<file path="src/rtl/sid_pkg.sv">
package sid_pkg;
  localparam int MEM_BYTES = 128;
  localparam int AW        = $clog2(MEM_BYTES);
  localparam logic [6:0] DEV_SEL = 7'h50;
  localparam int VAR_ADDR  = 47;
  localparam int CS0_ADDR  = 63;
  localparam int CS1_ADDR  = 95;
  localparam int SER_BASE  = 68;
  localparam int SER_LEN   = 16;
  localparam int DATE_BASE = 84;
  localparam int DATE_LEN  = 8;
  localparam int ZERO_BASE = 96;
  localparam int SER_BITS  = SER_LEN * 8;
  localparam int DATE_BITS = DATE_LEN * 8;
  localparam logic [7:0] FILL_XOR  = 8'hA5;
  localparam logic [7:0] VAR_CHAR0 = 8'h30;

  typedef enum logic [2:0] {ST_IDLE, ST_RX, ST_ACK, ST_TX, ST_MACK} sid_state_e;
  typedef enum logic [1:0] {K_DEV, K_ADDR, K_WDATA} sid_kind_e;
endpackage

</file>
<file path="src/rtl/sid_line_sync.sv">
module sid_line_sync (
  input  logic clk_i,
  input  logic rst_ni,
  input  logic scl_i,
  input  logic sda_i,
  output logic sda_o,
  output logic scl_rise_o,
  output logic scl_fall_o,
  output logic start_o,
  output logic stop_o
);
  logic [2:0] scl_s, sda_s;

  always_ff @(posedge clk_i or negedge rst_ni) begin
    if (!rst_ni) begin
      scl_s <= '1;
      sda_s <= '1;
    end else begin
      scl_s <= {scl_s[1:0], scl_i};
      sda_s <= {sda_s[1:0], sda_i};
    end
  end

  assign sda_o      = sda_s[1];
  assign scl_rise_o = scl_s[1] & ~scl_s[2];
  assign scl_fall_o = ~scl_s[1] & scl_s[2];
  // data edges while the clock stays high are bus conditions
  assign start_o    = scl_s[1] & scl_s[2] & ~sda_s[1] & sda_s[2];
  assign stop_o     = scl_s[1] & scl_s[2] & sda_s[1] & ~sda_s[2];
endmodule

</file>
<file path="src/rtl/sid_image.sv">
module sid_image
  import sid_pkg::*;
(
  input  logic [AW-1:0]        addr_i,
  input  logic                 variant_i,
  input  logic [SER_BITS-1:0]  serial_id_i,
  input  logic [DATE_BITS-1:0] date_code_i,
  output logic [7:0]           data_o
);
  logic [7:0] img [MEM_BYTES];
  logic [7:0] cs0, cs1;

  for (genvar g = 0; g < MEM_BYTES; g++) begin : g_img
    if (g == VAR_ADDR) begin : g_var
      assign img[g] = VAR_CHAR0 | {7'd0, variant_i};
    end else if (g >= SER_BASE && g < SER_BASE + SER_LEN) begin : g_ser
      assign img[g] = serial_id_i[SER_BITS-1-8*(g-SER_BASE) -: 8];
    end else if (g >= DATE_BASE && g < DATE_BASE + DATE_LEN) begin : g_date
      assign img[g] = date_code_i[DATE_BITS-1-8*(g-DATE_BASE) -: 8];
    end else if (g == CS0_ADDR || g == CS1_ADDR || g >= ZERO_BASE) begin : g_zero
      assign img[g] = 8'h00;
    end else begin : g_fill
      assign img[g] = 8'(g) ^ FILL_XOR;
    end
  end

  always_comb begin
    cs0 = '0;
    for (int i = 0; i < CS0_ADDR; i++) cs0 = cs0 + img[i];
    cs1 = '0;
    for (int i = CS0_ADDR + 1; i < CS1_ADDR; i++) cs1 = cs1 + img[i];
  end

  always_comb begin
    if (addr_i == AW'(CS0_ADDR))      data_o = cs0;
    else if (addr_i == AW'(CS1_ADDR)) data_o = cs1;
    else                              data_o = img[addr_i];
  end
endmodule

</file>
<file path="src/rtl/sid_engine.sv">
module sid_engine
  import sid_pkg::*;
(
  input  logic          clk_i,
  input  logic          rst_ni,
  input  logic          sda_i,
  input  logic          scl_rise_i,
  input  logic          scl_fall_i,
  input  logic          start_i,
  input  logic          stop_i,
  input  logic [7:0]    rd_data_i,
  output logic [AW-1:0] rd_addr_o,
  output logic          sda_oe_o
);
  sid_state_e    st_q;
  sid_kind_e     kind_q;
  logic [3:0]    cnt_q;
  logic [7:0]    sh_q;
  logic [AW-1:0] ptr_q;
  logic          rw_q, mack_q, oe_q;

  always_ff @(posedge clk_i or negedge rst_ni) begin
    if (!rst_ni) begin
      st_q   <= ST_IDLE;
      kind_q <= K_DEV;
      cnt_q  <= '0;
      sh_q   <= '0;
      ptr_q  <= '0;
      rw_q   <= 1'b0;
      mack_q <= 1'b0;
      oe_q   <= 1'b0;
    end else if (start_i) begin
      st_q   <= ST_RX;
      kind_q <= K_DEV;
      cnt_q  <= '0;
      oe_q   <= 1'b0;
    end else if (stop_i) begin
      st_q <= ST_IDLE;
      oe_q <= 1'b0;
    end else begin
      unique case (st_q)
        ST_RX: begin
          if (scl_rise_i && cnt_q != 4'd8) begin
            sh_q  <= {sh_q[6:0], sda_i};
            cnt_q <= cnt_q + 4'd1;
          end else if (scl_fall_i && cnt_q == 4'd8) begin
            unique case (kind_q)
              K_DEV: begin
                if (sh_q[7:1] == DEV_SEL) begin
                  rw_q <= sh_q[0];
                  st_q <= ST_ACK;
                  oe_q <= 1'b1;
                end else begin
                  st_q <= ST_IDLE;
                end
              end
              K_ADDR: begin
                ptr_q <= sh_q[AW-1:0];
                st_q  <= ST_ACK;
                oe_q  <= 1'b1;
              end
              default: begin
                st_q <= ST_ACK;
                oe_q <= 1'b1;
              end
            endcase
          end
        end
        ST_ACK: begin
          if (scl_fall_i) begin
            cnt_q <= '0;
            if (kind_q == K_DEV && rw_q) begin
              st_q <= ST_TX;
              sh_q <= rd_data_i;
              oe_q <= ~rd_data_i[7];
            end else begin
              st_q   <= ST_RX;
              oe_q   <= 1'b0;
              kind_q <= (kind_q == K_DEV) ? K_ADDR : K_WDATA;
            end
          end
        end
        ST_TX: begin
          if (scl_fall_i) begin
            if (cnt_q == 4'd7) begin
              st_q  <= ST_MACK;
              oe_q  <= 1'b0;
              ptr_q <= ptr_q + 1'b1;
            end else begin
              cnt_q <= cnt_q + 4'd1;
              sh_q  <= {sh_q[6:0], 1'b0};
              oe_q  <= ~sh_q[6];
            end
          end
        end
        ST_MACK: begin
          if (scl_rise_i) begin
            mack_q <= ~sda_i;
          end else if (scl_fall_i) begin
            if (mack_q) begin
              st_q  <= ST_TX;
              cnt_q <= '0;
              sh_q  <= rd_data_i;
              oe_q  <= ~rd_data_i[7];
            end else begin
              st_q <= ST_IDLE;
            end
          end
        end
        default: ;
      endcase
    end
  end

  assign rd_addr_o = ptr_q;
  assign sda_oe_o  = oe_q;

  assert_idle_release_R2: assert property (@(posedge clk_i) disable iff (!rst_ni)
    (st_q == ST_IDLE) |-> !oe_q);
  assert_start_rx_R12: assert property (@(posedge clk_i) disable iff (!rst_ni)
    start_i |=> (st_q == ST_RX && kind_q == K_DEV && cnt_q == 4'd0 && !oe_q));
  assert_stop_idle_R12: assert property (@(posedge clk_i) disable iff (!rst_ni)
    (stop_i && !start_i) |=> (st_q == ST_IDLE));
  assert_oe_on_fall_R3: assert property (@(posedge clk_i) disable iff (!rst_ni)
    !$stable(oe_q) |-> $past(scl_fall_i || start_i || stop_i));
  assert_ptr_step_R4: assert property (@(posedge clk_i) disable iff (!rst_ni)
    (st_q == ST_TX && scl_fall_i && cnt_q == 4'd7 && !start_i && !stop_i)
    |=> (rd_addr_o == AW'($past(rd_addr_o) + 1'b1)));
endmodule

</file>
<file path="src/rtl/sid_mem_slave.sv">
module sid_mem_slave
  import sid_pkg::*;
(
  input  logic                 clk_i,
  input  logic                 rst_ni,
  input  logic                 scl_i,
  input  logic                 sda_i,
  output logic                 sda_oe_o,
  input  logic                 variant_i,
  input  logic [SER_BITS-1:0]  serial_id_i,
  input  logic [DATE_BITS-1:0] date_code_i
);
  logic          sda_s, scl_rise, scl_fall, start, stop;
  logic [AW-1:0] rd_addr;
  logic [7:0]    rd_data;

  sid_line_sync i_sync (
    .clk_i, .rst_ni, .scl_i, .sda_i,
    .sda_o(sda_s), .scl_rise_o(scl_rise), .scl_fall_o(scl_fall),
    .start_o(start), .stop_o(stop)
  );

  sid_image i_image (
    .addr_i(rd_addr), .variant_i, .serial_id_i, .date_code_i, .data_o(rd_data)
  );

  sid_engine i_engine (
    .clk_i, .rst_ni, .sda_i(sda_s), .scl_rise_i(scl_rise), .scl_fall_i(scl_fall),
    .start_i(start), .stop_i(stop), .rd_data_i(rd_data),
    .rd_addr_o(rd_addr), .sda_oe_o
  );
endmodule

</file>
<file path="config.mk">
export PLATFORM = sky130hd
export DESIGN_NAME = sid_mem_slave
export DESIGN_NICKNAME = d
export VERILOG_FILES = /design/src/rtl/sid_pkg.sv /design/src/rtl/sid_line_sync.sv /design/src/rtl/sid_image.sv /design/src/rtl/sid_engine.sv /design/src/rtl/sid_mem_slave.sv
export SDC_FILE = /design/constraint.sdc
export NUM_CORES = 1
export LEC_CHECK = 0
export BUFFER_PORTS_ARGS = -buffer_cell sky130_fd_sc_hd__buf_2
export CAP_MARGIN = 0
export CORE_MARGIN = 1.5
export CORE_UTILIZATION = 45
export DETAILED_ROUTE_END_ITERATION = 8
export PLACE_DENSITY = 0.67
export SYNTH_ARGS = -nofsm -noshare
export SYNTH_HDL_FRONTEND = slang
export SYNTH_HIERARCHICAL = 1
export SYNTH_SLANG_ARGS = --single-unit
</file>
<file path="constraint.sdc">
create_clock -name clk_i -period 3.4 [get_ports clk_i]
set_input_delay 0.85 -clock clk_i [delete_from_list [all_inputs] [get_ports clk_i]]
set_output_delay 0.85 -clock clk_i [all_outputs]
set_load 0.01 [all_outputs]
</file>
# Word level (Yosys, flattened, before mapping)
# Index checks and enable logic that the tools add are counted.
classes:
  n_mux: 64
  reduce_logical: 18
  add_sub_neg: 45
  n_lt_le_gt_ge: 1
  n_eq_ne: 41
  bitwise: 17
op_table:
  columns: ["operator", "n"]
  rows:
  - ["8-bit adder", 23]
  - ["8-bit adder (second input constant)", 18]
  - ["8-bit 2-to-1 mux", 12]
  - ["8-bit binary-select mux with 7-bit select", 1]
  - ["4-bit 2-to-1 mux", 9]
  - ["7-bit 2-to-1 mux", 5]
  - ["8-bit one-hot mux with 4 select lines", 1]
  - ["3-bit 2-to-1 mux", 9]
  - ["4-bit by 1-bit != test with 1-bit output (second input constant)", 6]
  - ["2-bit 2-to-1 mux", 10]
  - ["2-bit by 1-bit != test with 1-bit output (second input constant)", 10]
  - ["9-bit AND reduction", 2]
  - ["4-bit one-hot mux with 4 select lines", 1]
  - ["8-bit AND reduction", 2]
  - ["3-bit by 1-bit != test with 1-bit output (second input constant)", 5]
  - ["7-bit == test (second input constant)", 2]
  - ["7-bit one-hot mux with 2 select lines", 1]
  - ["1-bit 2-to-1 mux", 13]
  - ["3-bit one-hot mux with 4 select lines", 1]
  - ["11-bit AND reduction", 1]
  - ["1-bit inverter", 9]
  - ["7-bit by 7-bit adder with 8-bit output (first input constant)", 1]
  - ["8-bit adder (first input constant)", 1]
  - ["8-bit >= comparator (second input constant)", 1]
  - ["other kinds (26)", 42]
word_totals:
  input_bits: 197
  wordCells: 196
  register_bits: 33
  output_inout_bits: 1

# Logic depth before layout (Yosys ltp)
depth:
  ltp_word: 36
  depth_mapped: 26

# Cells and area by module
# Netlist, hierarchy kept.
by_module_without_submodules:
  columns: ["mod", "area_per_inst_um2", "instances", "cells_each", "seq_area_each_um2"]
  rows:
  - ["sid_image", 6110.9, 1, 588, 0.0]
  - ["sid_engine", 1730.4, 1, 183, 675.6]
  - ["sid_line_sync", 190.2, 1, 10, 157.7]

# Worst setup path before layout
# No wires, ideal clock.
synth_timing:
  kind: "input to register"
  from: "input date_code_i[43]"
  to: "register i_engine.oe_q, in the netlist i_engine/sda_oe_o"
  setup_ps: 126
  slack_ps: -3153
  required_time_ps: 3274
  arrival_ps: 6427
  n_path_buf: 0
  stages: 22
  cell_sequence: "fa_1 -> inv_1 -> fa_1 -> fa_1 -> fa_1 -> inv_1 -> fa_1 -> fa_1 -> inv_1 -> fa_1 -> inv_1 -> ha_1 -> inv_1 -> fa_1 -> inv_1 -> a21o_1 -> a21oi_1 -> xnor2_1 -> xnor3_1 -> a221oi_1 -> o311ai_0 -> o311a_1"
synth_between:
  elab_chain_cells: 18
  elab_cells_between_ends: 20
synth_rtl:
  columns: ["item", "line", "text"]
  rows:
  - ["from (decl)", "sid_mem_slave.sv:11", "input logic [DATE_BITS-1:0] date_code_i"]
  - ["8-bit adder * (9 in a row)", "sid_image.sv:31", "for (int i = CS0_ADDR + 1; i < CS1_ADDR; i++) cs1 = cs1 + img[i];"]
  - ["8-bit 2-to-1 mux *", "sid_image.sv:36", "else if (addr_i == AW'(CS1_ADDR)) data_o = cs1;"]
  - ["8-bit 2-to-1 mux *", "sid_image.sv:35", "if (addr_i == AW'(CS0_ADDR)) data_o = cs0;"]
  - ["via rd_data[7]", "sid_mem_slave.sv:15", "logic [7:0] rd_data;"]
  - ["1-bit inverter *", "sid_engine.sv:75, sid_engine.sv:104", null]
  - ["1-bit 2-to-1 mux", "sid_engine.sv:100", "if (mack_q) begin"]
  - ["1-bit 2-to-1 mux", "sid_engine.sv:99", "end else if (scl_fall_i) begin"]
  - ["1-bit 2-to-1 mux", "sid_engine.sv:97", "if (scl_rise_i) begin"]
  - ["1-bit one-hot mux with 4 select lines *", "sid_engine.sv:41", "unique case (st_q)"]
  - ["1-bit 2-to-1 mux *", "sid_engine.sv:37", "end else if (stop_i) begin"]
  - ["1-bit 2-to-1 mux *", "sid_engine.sv:32", "end else if (start_i) begin"]
  - ["to (signal assigned)", "sid_engine.sv:75", "oe_q <= ~rd_data_i[7];"]
  - ["to (signal assigned)", "sid_engine.sv:92", "oe_q <= ~sh_q[6];"]
  - ["to (signal assigned)", "sid_engine.sv:104", "oe_q <= ~rd_data_i[7];"]
  - ["to (decl)", "sid_engine.sv:20", "logic rw_q, mack_q, oe_q;"]
# The timed path passes the listed nets; every way through them passes the cells marked *. The select of a mux whose other input is x is not followed.
# A chain may end at the register's enable or synchronous reset.

# Final worst setup path
layout_timing:
  from: "input serial_id_i[115]"
  to: "register i_engine.oe_q, in the netlist i_engine/sda_oe_o"
layout_between:
  elab_chain_cells: 35
  elab_cells_between_ends: 37
layout_rtl:
  columns: ["item", "line", "text"]
  rows:
  - ["from (decl)", "sid_mem_slave.sv:10", "input logic [SER_BITS-1:0] serial_id_i,"]
  - ["8-bit adder * (26 in a row)", "sid_image.sv:31", null]
  - ["8-bit 2-to-1 mux *", "sid_image.sv:36", null]
  - ["8-bit 2-to-1 mux *", "sid_image.sv:35", null]
  - ["via rd_data[7]", "sid_mem_slave.sv:15", null]
  - ["1-bit inverter *", "sid_engine.sv:75, sid_engine.sv:104", null]
  - ["1-bit 2-to-1 mux", "sid_engine.sv:100", null]
  - ["1-bit 2-to-1 mux", "sid_engine.sv:99", null]
  - ["1-bit 2-to-1 mux", "sid_engine.sv:97", null]
  - ["1-bit one-hot mux with 4 select lines *", "sid_engine.sv:41", null]
  - ["1-bit 2-to-1 mux *", "sid_engine.sv:37", null]
  - ["1-bit 2-to-1 mux *", "sid_engine.sv:32", null]
# Marked as above.

==> impl_metrics.json <==
{
  "wl_mm": 22.2,
  "ios": 198,
  "cap_violations": 0,
  "drive_gt1_frac": 0.357,
  "synth_fp_nets": 1137,
  "io_buffer_count": 197,
  "die_area_mm2": 0.0187,
  "syn_area_per_cell_um2": 10.3,
  "grt_pass1_vias": 7106,
  "numCtsBuffers": 5,
  "hp-class": "reg -> reg",
  "routed-wl-met3_mm": 1.35,
  "critical_path_class": "in -> reg",
  "fin_crit_ps": 6420,
  "synth_top_area_share": 0.337,
  "clock-skew-final_ps": 3.63,
  "setup_tns_ps": -19050,
  "ff2ff_setup_slack_ps": 290,
  "cts.sinks": 33,
  "setup_viol": 8,
  "yosys.area.top_type": "fa_1",
  "worstPathCellList": "buf_6 -> fa_1 -> inv_2 -> fa_1 -> inv_1 -> fa_1 -> fa_1 -> fa_1 -> fa_1 -> inv_1 -> fa_1 -> inv_2 -> ha_4 -> inv_2 -> fa_2 -> inv_2 -> a21o_1 -> a21oi_2 -> xnor2_1 -> xnor3_1 -> a221oi_2 -> o311ai_1 -> o311a_1",
  "diodes": 0,
  "fill_cells": 1527,
  "hpwlAfterDp_mm": 19.1,
  "antenna_left": 0,
  "p_per_area_mw_per_mm2": 1300,
  "vias": 6462,
  "seqPwrFrac": 0.053,
  "cp.required_ps": 3560,
  "grt_max_degree": 34,
  "row_count": 48,
  "synth-edff-count": 0,
  "wl_met1_mm": 9.27,
  "ys_ff_latch": 33,
  "antenna_found_initial": 0,
  "worstPathArrival_ps": 6580,
  "syn_area_mm2": 0.00803,
  "drt_first_iter_violations": 275,
  "fin_ws_ps": -3020,
  "core_area_mm2": 0.0174,
  "fp.dieW_um": 137,
  "post-place-ws_ps": -3350,
  "grt_pass1_wl_mm": 36.3,
  "status": "finished with violations",
  "slew_headroom": 0.497,
  "cp_slowest_cell": "fa_1",
  "p_clk_frac": 0.041,
  "vias_per_cell": 5.33,
  "cts_max_level": 2,
  "finalWeightedCongestion": 0.907,
  "cts_tree": "yes",
  "synth.area.top_cells": "fa_1 (34%), mux4_2 (11%), inv_1 (9.2%), dfrtp_1 (8.4%), xnor2_1 (3.9%)",
  "startpoint_type": "input port",
  "grtUsageTotal": 0.252,
  "endpoint_kind": "flop",
  "timing.fmax_mhz": 156,
  "p_comb_frac": 0.906,
  "critPathMaxFanout": 2,
  "layout.nets": 1342,
  "ys_async_sr_fraction": 1.00,
  "highest_layer": "met4",
  "wl_met2_mm": 11.3,
  "grt_overflow": 0,
  "initial_core_util": 0.463,
  "clk_pin_slew_worst_paths_ps": 50,
  "synth_common_cells": "inv_1 (196), fa_1 (135), mux4_2 (41)",
  "crit_top_cell": "fa_1",
  "area.growth.synth_to_final_pct": 21.4,
  "drv_slew": 0,
  "synth-main-ff-cell": "dfrtp_1",
  "grt_setup_unrepaired": "true",
  "ir_drop_uv": 2550,
  "p_sw_frac": 0.485,
  "regArea_um2": 838,
  "violations": "negative setup slack",
  "wl_per_cell_um": 18.3,
  "die_h_um": 137,
  "max_stage_delay_ps": 570,
  "worstMarginPinSlew_ps": 755,
  "final_area_mm2": 0.00975,
  "p_int_mw": 6.55,
  "fin_util": 0.562,
  "hold_violations": 0,
  "clockRootBuffer": "clkbuf_16",
  "multi_input_area_mm2": 0.00640,
  "clockBufferDepth": 2,
  "yosysMostFrequentCell": "inv_1",
  "clk_latency_ps": 280,
  "synth_warnings": 6,
  "leakage_nw": 4.58,
  "dpl_cell_area_mm2": 0.00942,
  "synth_cell_type_count": 72,
  "switchingPower_mw": 6.17,
  "yosysSeqAreaShare": 0.104,
  "syn_inst": 781,
  "drtPass1Iterations": 5,
  "postCtsHoldBufs": 0,
  "post-route-drc-count": 0,
  "post-route-period-util": 1.89
}
-- worst max-delay path: cells and delay by family --
kind | cells | cell delay [ps]
adder cells (fa/ha/maj) | 9 | 3890
AO/OA/AOI/OAI | 5 | 1080
XOR/XNOR | 2 | 390
buffers and inverters | 7 | 380
-- kinds of logic after synthesis --
| logic type | count (synthesis) | share of synthesized area |
|---|---|---|
| simple gates | 117 | 0.0785 |
| buf+inv | 230 | 0.120 |
| mux | 76 | 0.171 |
| xor+xnor | 47 | 0.0547 |
| compound gates | 119 | 0.0975 |
| flops | 33 | 0.104 |
| fa+ha+maj | 159 | 0.374 |
-- final timing paths --
check,from,end,cells past startpoint
max in group asynchronous,rst_ni,i_engine/rd_addr_o[0],1
max,serial_id_i[115],i_engine/sda_oe_o,23
max reg2reg,i_engine/rd_addr_o[0],i_engine/sh_q[2],9
min reg2reg,i_sync/sda_s[0],i_sync/sda_s[1],0
min in group asynchronous,rst_ni,i_engine/st_q[1],1
min,i_sync/sda_s[0],i_sync/sda_s[1],0
-- state kept, by name, indices dropped and copies added (netlist names) --
register / flops
i_engine/sda_oe_o: 1
i_engine/mack_q: 1
i_sync/scl_s: 3
i_engine/cnt_q: 4
i_engine/st_q: 3
i_sync/sda_s: 3
i_engine/rd_addr_o: 7
i_engine/sh_q: 8
i_engine/kind_q: 2
i_engine/rw_q: 1
-- timing repair --
action / 4_1_cts / 5_1_grt
pin swaps: 20 / 13
setup buffers: 0 / 1
gates resized for setup: 26 / 14
gates cloned: 0 / 0
hold endpoints to repair: 0 / 0
setup endpoints to repair: 9 / 9
-- through the flow --
step	power (mW)	std cells	hold WS, ps
CTS	12.2	1211	356
global placement	10.9	1203	347
global route	14.0	1212	362
floorplan	8.94	781	345
detailed placement	11.4	1203	348
finish	12.7	1212	355
-- layout make-up --
class,instances,area share
Sequential cell,33,0.0860
Tap cell,225,0.0289
Clock inverter,1,0.00308
Inverter,196,0.0770
Clock buffer,7,0.0146
Timing Repair Buffer,232,0.134
Multi-Input combinational cell,518,0.656
-- power by group through the flow --
stage	Clock, mW	Combinational, mW	Sequential (mW)
after floorplan	0	8.38	0.563
after CTS	0.538	11.0	0.671
after detailed placement	0	10.7	0.674
final	0.525	11.5	0.672
after global routing	0.553	12.8	0.688
after global placement	0	10.3	0.670
-- routing by layer --
metal  GRT usage  up-vias
met4      0.0496        0
met3      0.0385       20
met5           0        -
met2       0.444      249
met1       0.332     3210
li1            -     2983
-- cells in the final DEF, fill, tap and decap left out, types with 6 or more instances in the layout --
cell type and n:
mux2_2 8, buf_2 188, mux2_4 9, inv_2 13, mux4_2 41, o21ai_0 20, inv_1 181, ha_1 19
xor2_1 8, dfstp_2 6, nand3_1 13, nor2_1 17, nor2b_1 12, buf_4 36, dfrtp_1 25, buf_6 7
a21oi_1 31, fa_2 7, nand2_1 27, xnor2_1 36, fa_1 128, mux2i_1 13
Power figures use the tool's default switching activity.
